[config.mk]
export PLATFORM = sky130hd
export DESIGN_NAME = pwr_state_ctl
export DESIGN_NICKNAME = d
export VERILOG_FILES = /design/src/rtl/pwrctl_pkg.sv /design/src/rtl/pwr_state_fsm.sv /design/src/rtl/pwr_domain_dp.sv /design/src/rtl/pwr_state_ctl.sv
export SDC_FILE = /design/constraint.sdc
export NUM_CORES = 1
export LEC_CHECK = 0
export BUFFER_PORTS_ARGS = -buffer_cell sky130_fd_sc_hd__buf_2
export CAP_MARGIN = 25
export CORE_MARGIN = 2
export CORE_UTILIZATION = 40
export CTS_CLUSTER_SIZE = 16
export DETAILED_ROUTE_END_ITERATION = 16
export SETUP_SLACK_MARGIN = 0.5
export SLEW_MARGIN = 10
export SYNTH_ARGS = -nofsm -noshare
export SYNTH_HDL_FRONTEND = slang
export SYNTH_SLANG_ARGS = --single-unit
[constraint.sdc]
create_clock -name clkSleep -period 5.4 [get_ports clkSleep]
set_input_delay 0.27 -clock clkSleep [delete_from_list [all_inputs] [get_ports clkSleep]]
set_output_delay 0.27 -clock clkSleep [all_outputs]
set_load 0.01 [all_outputs]
[src/rtl/pwrctl_pkg.sv]
package pwrctl_pkg;
  typedef enum logic [2:0] {
    ST_OFF     = 3'd0,
    ST_HOSTOFF = 3'd1,
    ST_SLEEP   = 3'd2,
    ST_WAKE    = 3'd3,
    ST_ON      = 3'd4
  } pwrState_e;

  typedef struct packed {
    logic loadWake;   // capture wake length this edge
    logic countWake;  // decrement wake counter
    logic rampUp;     // domain steps up (else down)
  } ctlStrobe_t;

  // domain stages: 0 off, 1 power, 2 clock, 3 isolation off, 4 reset released
  localparam int unsigned LVL_TOP = 4;
endpackage

[src/rtl/pwr_state_fsm.sv]
module pwr_state_fsm
  import pwrctl_pkg::*;
#(
  parameter int NumMod = 3
) (
  input  logic              clkSleep,
  input  logic              rstPorN,
  input  logic [NumMod-1:0] sleepReq,
  input  logic [NumMod-1:0] sleepMask,
  input  logic              wakeIn,
  input  logic              hostOff,
  input  logic              powerOff,
  input  logic              wakeDone,
  output pwrState_e         state,
  output ctlStrobe_t        strobe
);
  pwrState_e nxt;
  logic allAsleep;

  always_comb allAsleep = &(sleepReq | sleepMask);

  always_comb begin
    nxt = state;
    if (powerOff) begin
      nxt = ST_OFF;
    end else if (hostOff && state != ST_OFF) begin
      nxt = ST_HOSTOFF;
    end else begin
      unique case (state)
        ST_OFF:     nxt = ST_OFF;
        ST_HOSTOFF: nxt = ST_WAKE;
        ST_SLEEP:   if (!allAsleep || wakeIn) nxt = ST_WAKE;
        ST_WAKE:    if (wakeDone) nxt = ST_ON;
        ST_ON:      if (allAsleep && !wakeIn) nxt = ST_SLEEP;
        default:    nxt = ST_OFF;
      endcase
    end
  end

  always_ff @(posedge clkSleep or negedge rstPorN) begin
    if (!rstPorN) state <= ST_WAKE;
    else          state <= nxt;
  end

  always_comb begin
    strobe.loadWake  = (nxt == ST_WAKE) && (state != ST_WAKE);
    strobe.countWake = (state == ST_WAKE);
    strobe.rampUp    = (state == ST_ON);
  end
endmodule

[src/rtl/pwr_domain_dp.sv]
module pwr_domain_dp
  import pwrctl_pkg::*;
#(
  parameter int NumMod  = 3,
  parameter int WakeW   = 16,
  parameter int PorWake = 8
) (
  input  logic              clkSleep,
  input  logic              rstPorN,
  input  ctlStrobe_t        strobe,
  input  logic [WakeW-1:0]  wakeDelay,
  output logic              wakeDone,
  output logic [NumMod-1:0] modClkEn,
  output logic [NumMod-1:0] modPwrEn,
  output logic [NumMod-1:0] modIso,
  output logic [NumMod-1:0] modRstN
);
  localparam int LvlW = $clog2(LVL_TOP + 1);
  localparam logic [LvlW-1:0] LvlMax = LvlW'(LVL_TOP);
  localparam logic [WakeW-1:0] WakeOne = WakeW'(1);
  localparam logic [WakeW-1:0] WakePor = WakeW'(PorWake);

  logic [WakeW-1:0] wakeCnt;
  logic [LvlW-1:0]  level;

  always_ff @(posedge clkSleep or negedge rstPorN) begin
    if (!rstPorN) begin
      wakeCnt <= WakePor;
    end else if (strobe.loadWake) begin
      wakeCnt <= (wakeDelay == '0) ? WakeOne : wakeDelay;
    end else if (strobe.countWake && wakeCnt != WakeOne) begin
      wakeCnt <= wakeCnt - WakeOne;
    end
  end

  assign wakeDone = (wakeCnt == WakeOne);

  always_ff @(posedge clkSleep or negedge rstPorN) begin
    if (!rstPorN) begin
      level <= '0;
    end else if (strobe.rampUp) begin
      if (level != LvlMax) level <= level + 1'b1;
    end else if (level != '0) begin
      level <= level - 1'b1;
    end
  end

  for (genvar m = 0; m < NumMod; m++) begin : g_mod
    assign modPwrEn[m] = (level >= LvlW'(1));
    assign modClkEn[m] = (level >= LvlW'(2));
    assign modIso[m]   = (level <  LvlW'(3));
    assign modRstN[m]  = (level == LvlMax);
  end
endmodule

[src/rtl/pwr_state_ctl.sv]
module pwr_state_ctl
  import pwrctl_pkg::*;
#(
  parameter int NumMod  = 3,
  parameter int WakeW   = 16,
  parameter int PorWake = 8
) (
  input  logic              clkSleep,
  input  logic              rstPorN,
  input  logic [NumMod-1:0] sleepReq,
  input  logic [NumMod-1:0] sleepMask,
  input  logic              wakeIn,
  input  logic              hostOff,
  input  logic              powerOff,
  input  logic [WakeW-1:0]  wakeDelay,
  output logic              refClkEn,
  output logic [NumMod-1:0] modClkEn,
  output logic [NumMod-1:0] modPwrEn,
  output logic [NumMod-1:0] modIso,
  output logic [NumMod-1:0] modRstN,
  output logic [2:0]        stateCode
);
  pwrState_e  state;
  ctlStrobe_t strobe;
  logic       wakeDone;

  pwr_state_fsm #(.NumMod(NumMod)) u_fsm (
    .clkSleep (clkSleep),
    .rstPorN  (rstPorN),
    .sleepReq (sleepReq),
    .sleepMask(sleepMask),
    .wakeIn   (wakeIn),
    .hostOff  (hostOff),
    .powerOff (powerOff),
    .wakeDone (wakeDone),
    .state    (state),
    .strobe   (strobe)
  );

  pwr_domain_dp #(.NumMod(NumMod), .WakeW(WakeW), .PorWake(PorWake)) u_dp (
    .clkSleep (clkSleep),
    .rstPorN  (rstPorN),
    .strobe   (strobe),
    .wakeDelay(wakeDelay),
    .wakeDone (wakeDone),
    .modClkEn (modClkEn),
    .modPwrEn (modPwrEn),
    .modIso   (modIso),
    .modRstN  (modRstN)
  );

  assign refClkEn  = (state == ST_WAKE) || (state == ST_ON);
  assign stateCode = state;
endmodule

==> flow_metrics.env, run 1 <==
export IMPL_clk_latency_ns=0.27
export IMPL_r2r_start="u_dp.wakeCnt[1]"
export IMPL_startpoint_type="register"
export IMPL_drtIter0Drc=69
export IMPL_antennaDiodeCount=0
export IMPL_hold_class="input port to register"
export IMPL_critPathCaptureType="register"
export IMPL_grt_pass1_wl_um=6090
export IMPL_grt_pass1_vias=1381
export IMPL_rrSetupSlack_ns=3.33
export IMPL_multi_input_area_sq_um=897
export IMPL_finalSetupViolations=0
export IMPL_gp_congestion=0.792
export IMPL_reg2regPathDepth=7
export IMPL_cap_violations=0
export IMPL_switching_power_uw=105
export IMPL_whs_endpoint="u_fsm.state[0]"
export IMPL_p_leak_nw=0.782
export IMPL_via_per_inst=5.51
export IMPL_skew_ns=0.00614
export IMPL_worst_r2r_endpoint="u_dp.wakeCnt[6]"
export IMPL_post_dp_hpwl_um=2690
export IMPL_wl_per_cell_um=13.7
export IMPL_clk_path_buf_depth=2
export IMPL_rows=22
export IMPL_fillers=363
export IMPL_hold_start="powerOff"
export IMPL_layout_min_cycle_time_ns=2.07
export IMPL_grt_max_degree=24
export IMPL_ys_types=46
export IMPL_worst_pin_slew_ns=0.513
export IMPL_worstPathRequired_ns=5.56
export IMPL_layout_commonest_cell="buf_2"
export IMPL_htreeDepth=1
export IMPL_crit_fanout=8
export IMPL_syn_avg_cell_area_sq_um=9.12
export IMPL_dieHeight_um=66.4
export IMPL_layout_common_cells="buf_2, dfrtp_1, nand2_1, nor2_1, nor3_1"
export IMPL_clock_fmax_mhz=484
export IMPL_synthDominantCellAreaShare=0.305
export IMPL_clk_pin_slew_worst_paths_ns=0.09
export IMPL_crit_arrival_ns=2.22
export IMPL_ir_drop_mv=0.120
export IMPL_syn_nets=204
export IMPL_syn2layout_area_growth_pct=16.3
export IMPL_seqCellArea_sq_um=554
export IMPL_ys_seq_area_frac=0.356
export IMPL_ys_ff_latch=22
export IMPL_wl_um=3460
export IMPL_hold_viol=0
export IMPL_postSynth_asyncResetShare=1.00
export IMPL_grt_overflow_total=0
export IMPL_core_sq_um=3720
export IMPL_synthCells=171
export IMPL_detail_route_antenna_nets=0
export IMPL_fin_crit_sh=0.383
export IMPL_clockPowerShare=0.321
export IMPL_fin_hold_ws_ns=0.166
export IMPL_outcome="finished, final reports clean"
export IMPL_dieArea_sq_um=4410
export IMPL_drive_gt1_frac=0.307
export IMPL_utilization=0.488
export IMPL_hold_depth=2
export IMPL_portBuffers=42
export IMPL_synth_edf_count=0
export IMPL_synth_area_leaders="dfrtp_1, dfstp_2, ha_1"
export IMPL_setup_worst_path_class="register to register"
export IMPL_cts_sinks=22
export IMPL_p_int_uw=277
export IMPL_drcViolationCount=0
export IMPL_track_usage=0.178
export IMPL_dr_pass1_iters=4
export IMPL_fin_tns_setup_ns=0
export IMPL_final_nets=239
export IMPL_yosysWarnings=0
export IMPL_final_max_slew_viol_count=0
export IMPL_synth_top_area_cell="dfrtp_1"
export IMPL_synthFlopType="dfrtp_1"
export IMPL_clockRootBuffer="clkbuf_8"
export IMPL_p_comb_frac=0.150
export IMPL_num_io_pins=43
export IMPL_max_slew_margin=0.658
export IMPL_initial_core_util=0.420
export IMPL_chipWidth_um=66.4
export IMPL_power_density_nw_per_um2=211
export IMPL_syn_area_sq_um=1560
export IMPL_pwr_share_seq=0.529
export IMPL_rsz0062_at_grt="false"
export IMPL_cts_tree="yes"
export IMPL_num_vias=1393
export IMPL_antenna_found_initial=0
export IMPL_numCtsBuffers=3
export IMPL_switching_share=0.275
## repair_timing
action,in CTS,in global routing
setup endpoints to repair,0,0
gates resized for setup,0,0
setup buffers,0,0
hold buffers,1,0
hold endpoints to repair,19,0
## area by class of cell
type / count / area share
Multi-Input combinational cell: 130 / 0.495
Sequential cell: 22 / 0.306
Timing Repair Buffer: 44 / 0.126
Tap cell: 48 / 0.0331
Clock buffer: 4 / 0.0304
Inverter: 5 / 0.0104
## power by group through the flow
stage / logic [mW] / clock network [mW] / registers (mW)
6_report: 0.0574 / 0.123 / 0.202
5_1_grt: 0.0674 / 0.131 / 0.206
4_1_cts: 0.0581 / 0.124 / 0.202
3_5_place_dp: 0.0571 / 0 / 0.205
3_3_place_gp: 0.0565 / 0 / 0.205
2_1_floorplan: 0.0354 / 0 / 0.201
## kinds of logic after synthesis
family	count (synthesis)	share of synthesized area
buffers and inverters	19	0.0690
adders and majority gates	6	0.0482
xor gates and xnor gates	9	0.0506
and+or+nand+nor	77	0.280
DFF	22	0.356
AOI/OAI and AO/OA	34	0.163
muxes	4	0.0337
## routing by layer
metal | routed length [um] | vias to the layer above | share of wire | global-route usage
met3 | 191 | 4 | 0.055 | 0.0358
met5 | 0 | - | 0 | 0
li1 | - | 687 | - | -
met4 | 34 | 0 | 0.0098 | 0.0561
met2 | 1590 | 40 | 0.46 | 0.299
met1 | 1650 | 662 | 0.48 | 0.227
## critical path, stage by stage (launching register included)
cell and delay, ns:
dfrtp_1 0.39, inv_1 0.10, ha_1 0.14, or4b_4 0.49, nor3_4 0.24, a21oi_4 0.15, mux2i_1 0.14, a221o_1 0.31
## stage by stage
step           instances  worst slack (ns)  cell area (sq um)  power (mW)
5_1_grt              253              3.16               1810       0.404
3_3_place_gp         248              3.40               1750       0.262
6_report             253              3.33               1810       0.382
3_5_place_dp         248              3.33               1750       0.262
2_1_floorplan        171              3.46               1560       0.236
4_1_cts              253              3.32               1810       0.385
## synth_stat cells (all sizes together), types with 4 or more instances
| library cell | number |
|---|---|
| ha | 6 |
| a21oi | 7 |
| inv | 5 |
| nor3 | 10 |
| xnor2 | 8 |
| nor4 | 8 |
| o311ai | 4 |
| or2 | 5 |
| o21ai | 8 |
| or3 | 4 |
| and2 | 5 |
| buf | 11 |
| nor2 | 10 |
| nand3 | 5 |
| dfrtp | 19 |
| nand2 | 17 |
## flip-flops by register name (all words and copies together) (netlist names)
register and cells:
u_dp.wakeCnt 16, u_fsm.state 3, u_dp.level 3
## worst max path at each step
stage	end	start	slack (ns)	depth (start not counted)
after floorplan	u_dp.wakeCnt[4]	u_dp.wakeCnt[1]	3.46	7
after global placement	u_dp.wakeCnt[4]	u_dp.wakeCnt[1]	3.40	7
after detailed placement	u_dp.wakeCnt[4]	u_dp.wakeCnt[1]	3.33	7
after CTS	u_dp.wakeCnt[6]	u_dp.wakeCnt[1]	3.32	7
after global routing	u_dp.wakeCnt[13]	u_dp.wakeCnt[1]	3.16	7
final	u_dp.wakeCnt[6]	u_dp.wakeCnt[1]	3.33	7
No activity file was read; power rests on OpenSTA's default activity.
==> run 2: changes to the inputs <==
==> constraint.sdc (replaced) <==
create_clock -name clkSleep -period 2.1 [get_ports clkSleep]
set_input_delay 0.105 -clock clkSleep [delete_from_list [all_inputs] [get_ports clkSleep]]
set_output_delay 0.105 -clock clkSleep [all_outputs]
set_load 0.01 [all_outputs]
==> run 2 against run 1 <==
Compared with the run above: sequential cell count did not move; total power increased to 2.6 times the previous value; sequential power grew to 2.6 times the previous value; combinational power rose to 3.5 times the previous value; critical path depth did not move; global-route usage rose by 1.6 points; wire length increased by 23%; first-iteration DRC count rose by 86%; non-clock buffer count is 15 higher; sequential share of layout area shrank 3.5 points; clock power is 130% higher; die area is the same.
==> flow_metrics.env, run 2 (synthesized netlist as in run 1, its figures left out) <==
export IMPL_outcome="finished, final reports clean"
export IMPL_wl_um=4250
export IMPL_p_leak_nw=0.884
export IMPL_critical_path_slowest_cell="or4b_4"
export IMPL_power_density_nw_per_um2=492
export IMPL_antennaDiodeCount=0
export IMPL_track_usage=0.194
export IMPL_fillers=358
export IMPL_htreeDepth=1
export IMPL_switching_share=0.298
export IMPL_crit_arrival_ns=2.22
export IMPL_via_per_inst=5.51
export IMPL_rsz0062_at_grt="true"
export IMPL_crit_family="simple AND/OR/NAND/NOR gates"
export IMPL_critPathCaptureType="register"
export IMPL_rows=22
export IMPL_crit_fanout=8
export IMPL_antenna_found_initial=0
export IMPL_drcViolationCount=0
export IMPL_clock_fmax_mhz=485
export IMPL_setup_worst_path_class="register to register"
export IMPL_worst_pin_slew_ns=0.525
export IMPL_top_register="u_dp.wakeCnt"
export IMPL_utilization=0.553
export IMPL_clockPowerShare=0.280
export IMPL_worstPathRequired_ns=2.25
export IMPL_cts_tree="yes"
export IMPL_total_power_mw=1.01
export IMPL_portBuffers=42
export IMPL_finalSetupViolations=0
export IMPL_pre_cts_ws_ns=0.0891
export IMPL_final_max_slew_viol_count=0
export IMPL_hold_class="input port to register"
export IMPL_grt_pass1_wl_um=6530
export IMPL_p_int_uw=709
export IMPL_ir_drop_mv=0.211
export IMPL_critPathBufInv=1
export IMPL_fin_hold_ws_ns=0.0230
export IMPL_grt_overflow_total=0
export IMPL_clk_path_buf_depth=2
export IMPL_pwr_share_seq=0.523
export IMPL_chipWidth_um=66.4
export IMPL_layout_commonest_cell="buf_2"
export IMPL_num_io_pins=43
export IMPL_post_dp_hpwl_um=2970
export IMPL_numCtsBuffers=3
export IMPL_p_comb_frac=0.197
export IMPL_largest_reg_flops=16
export IMPL_skew_ns=0.00531
export IMPL_hold_viol=0
export IMPL_layout_common_cells="buf_2, dfrtp_1, nand2_1, buf_4, nor2_1"
export IMPL_grt_max_degree=23
export IMPL_cap_violations=0
export IMPL_initial_core_util=0.420
export IMPL_dr_pass1_iters=4
export IMPL_switching_power_uw=301
export IMPL_num_vias=1478
export IMPL_core_sq_um=3720
export IMPL_slowest_delay_ns=0.50
export IMPL_max_slew_margin=0.650
export IMPL_dieArea_sq_um=4410
export IMPL_layout_setup_ws_ns=0.0389
export IMPL_dieHeight_um=66.4
export IMPL_path_cells="inv_2 > ha_4 > or4b_4 > nor3_4 > a21oi_4 > mux2i_1 > a221o_1"
export IMPL_grt_pass1_vias=1378
export IMPL_drtIter0Drc=128
export IMPL_drive_gt1_frac=0.436
export IMPL_clockRootBuffer="clkbuf_8"
export IMPL_clk_pin_slew_worst_paths_ns=0.08
export IMPL_layout_min_cycle_time_ns=2.06
export IMPL_final_nets=254
export IMPL_startpoint_type="register"
export IMPL_gp_congestion=0.871
export IMPL_clk_latency_ns=0.27
export IMPL_cts_sinks=22
export IMPL_wl_per_cell_um=15.8
export IMPL_detail_route_antenna_nets=0
export IMPL_fin_tns_setup_ns=0
export IMPL_fin_crit_sh=0.981
export IMPL_syn2layout_area_growth_pct=31.8
export IMPL_reg_largest_list="u_dp.wakeCnt x16, u_dp.level x3, u_fsm.state x3"
run 2: what timing repair did:
action | 4_1_cts | 5_1_grt
setup endpoints to repair | 22 | 25
resized for setup | 13 | 18
hold endpoints to repair | 19 | 0
hold buffers | 1 | 0
pin swaps | 3 | 7
setup buffers | 4 | 3
run 2: final cells by class:
type                       instances  area [sq um]  share of cell area
multi-input combinational        130          1030               0.502
timing repair buffer              59           344               0.167
sequential                        22           556               0.270
clock buffer                       4          45.0              0.0219
tap                               48          60.1              0.0292
inverter                           5          18.8             0.00914
run 2: final timing paths:
path,startpoint,to,slack [ns],cells past startpoint
setup / recovery,u_dp.wakeCnt[1],u_dp.wakeCnt[4],0.04,7
hold / removal,powerOff,u_fsm.state[1],0.02,2
setup reg to reg,u_dp.wakeCnt[1],u_dp.wakeCnt[4],0.04,7
hold reg to reg,u_dp.wakeCnt[4],u_dp.wakeCnt[4],0.56,1
max in group asynchronous,rstPorN,u_fsm.state[2],1.38,2
min in group asynchronous,rstPorN,u_dp.wakeCnt[2],0.34,2
run 2: power by group through the flow:
stage                     Combinational [mW]  Clock [mW]  Sequential, mW
after floorplan                       0.0924           0           0.517
after global placement                 0.159           0           0.526
after detailed placement               0.163           0           0.526
after CTS                              0.181       0.285           0.521
after global routing                   0.219       0.303           0.536
final                                  0.199       0.283           0.529
run 2: per-layer routing:
| layer | global-route usage | up-vias | part of all wire |
|---|---|---|---|
| li1 | - | 719 | - |
| met1 | 0.254 | 726 | 0.43 |
| met2 | 0.331 | 29 | 0.53 |
| met3 | 0.0307 | 4 | 0.030 |
| met4 | 0.0510 | 0 | 0.0068 |
| met5 | 0 | - | 0 |
run 2: worst reg2reg max path, stage by stage (launching register included):
cell	delay, ns
dfrtp_1	0.40
inv_2	0.08
ha_4	0.12
or4b_4	0.50
nor3_4	0.23
a21oi_4	0.15
mux2i_1	0.14
a221o_1	0.33
run 2: per-stage QoR:
stage | instance area (sq um) | cells
final | 2050 | 268
after global routing | 2050 | 268
after CTS | 1940 | 265
after detailed placement | 1820 | 256
after global placement | 1820 | 256
after floorplan | 1580 | 171
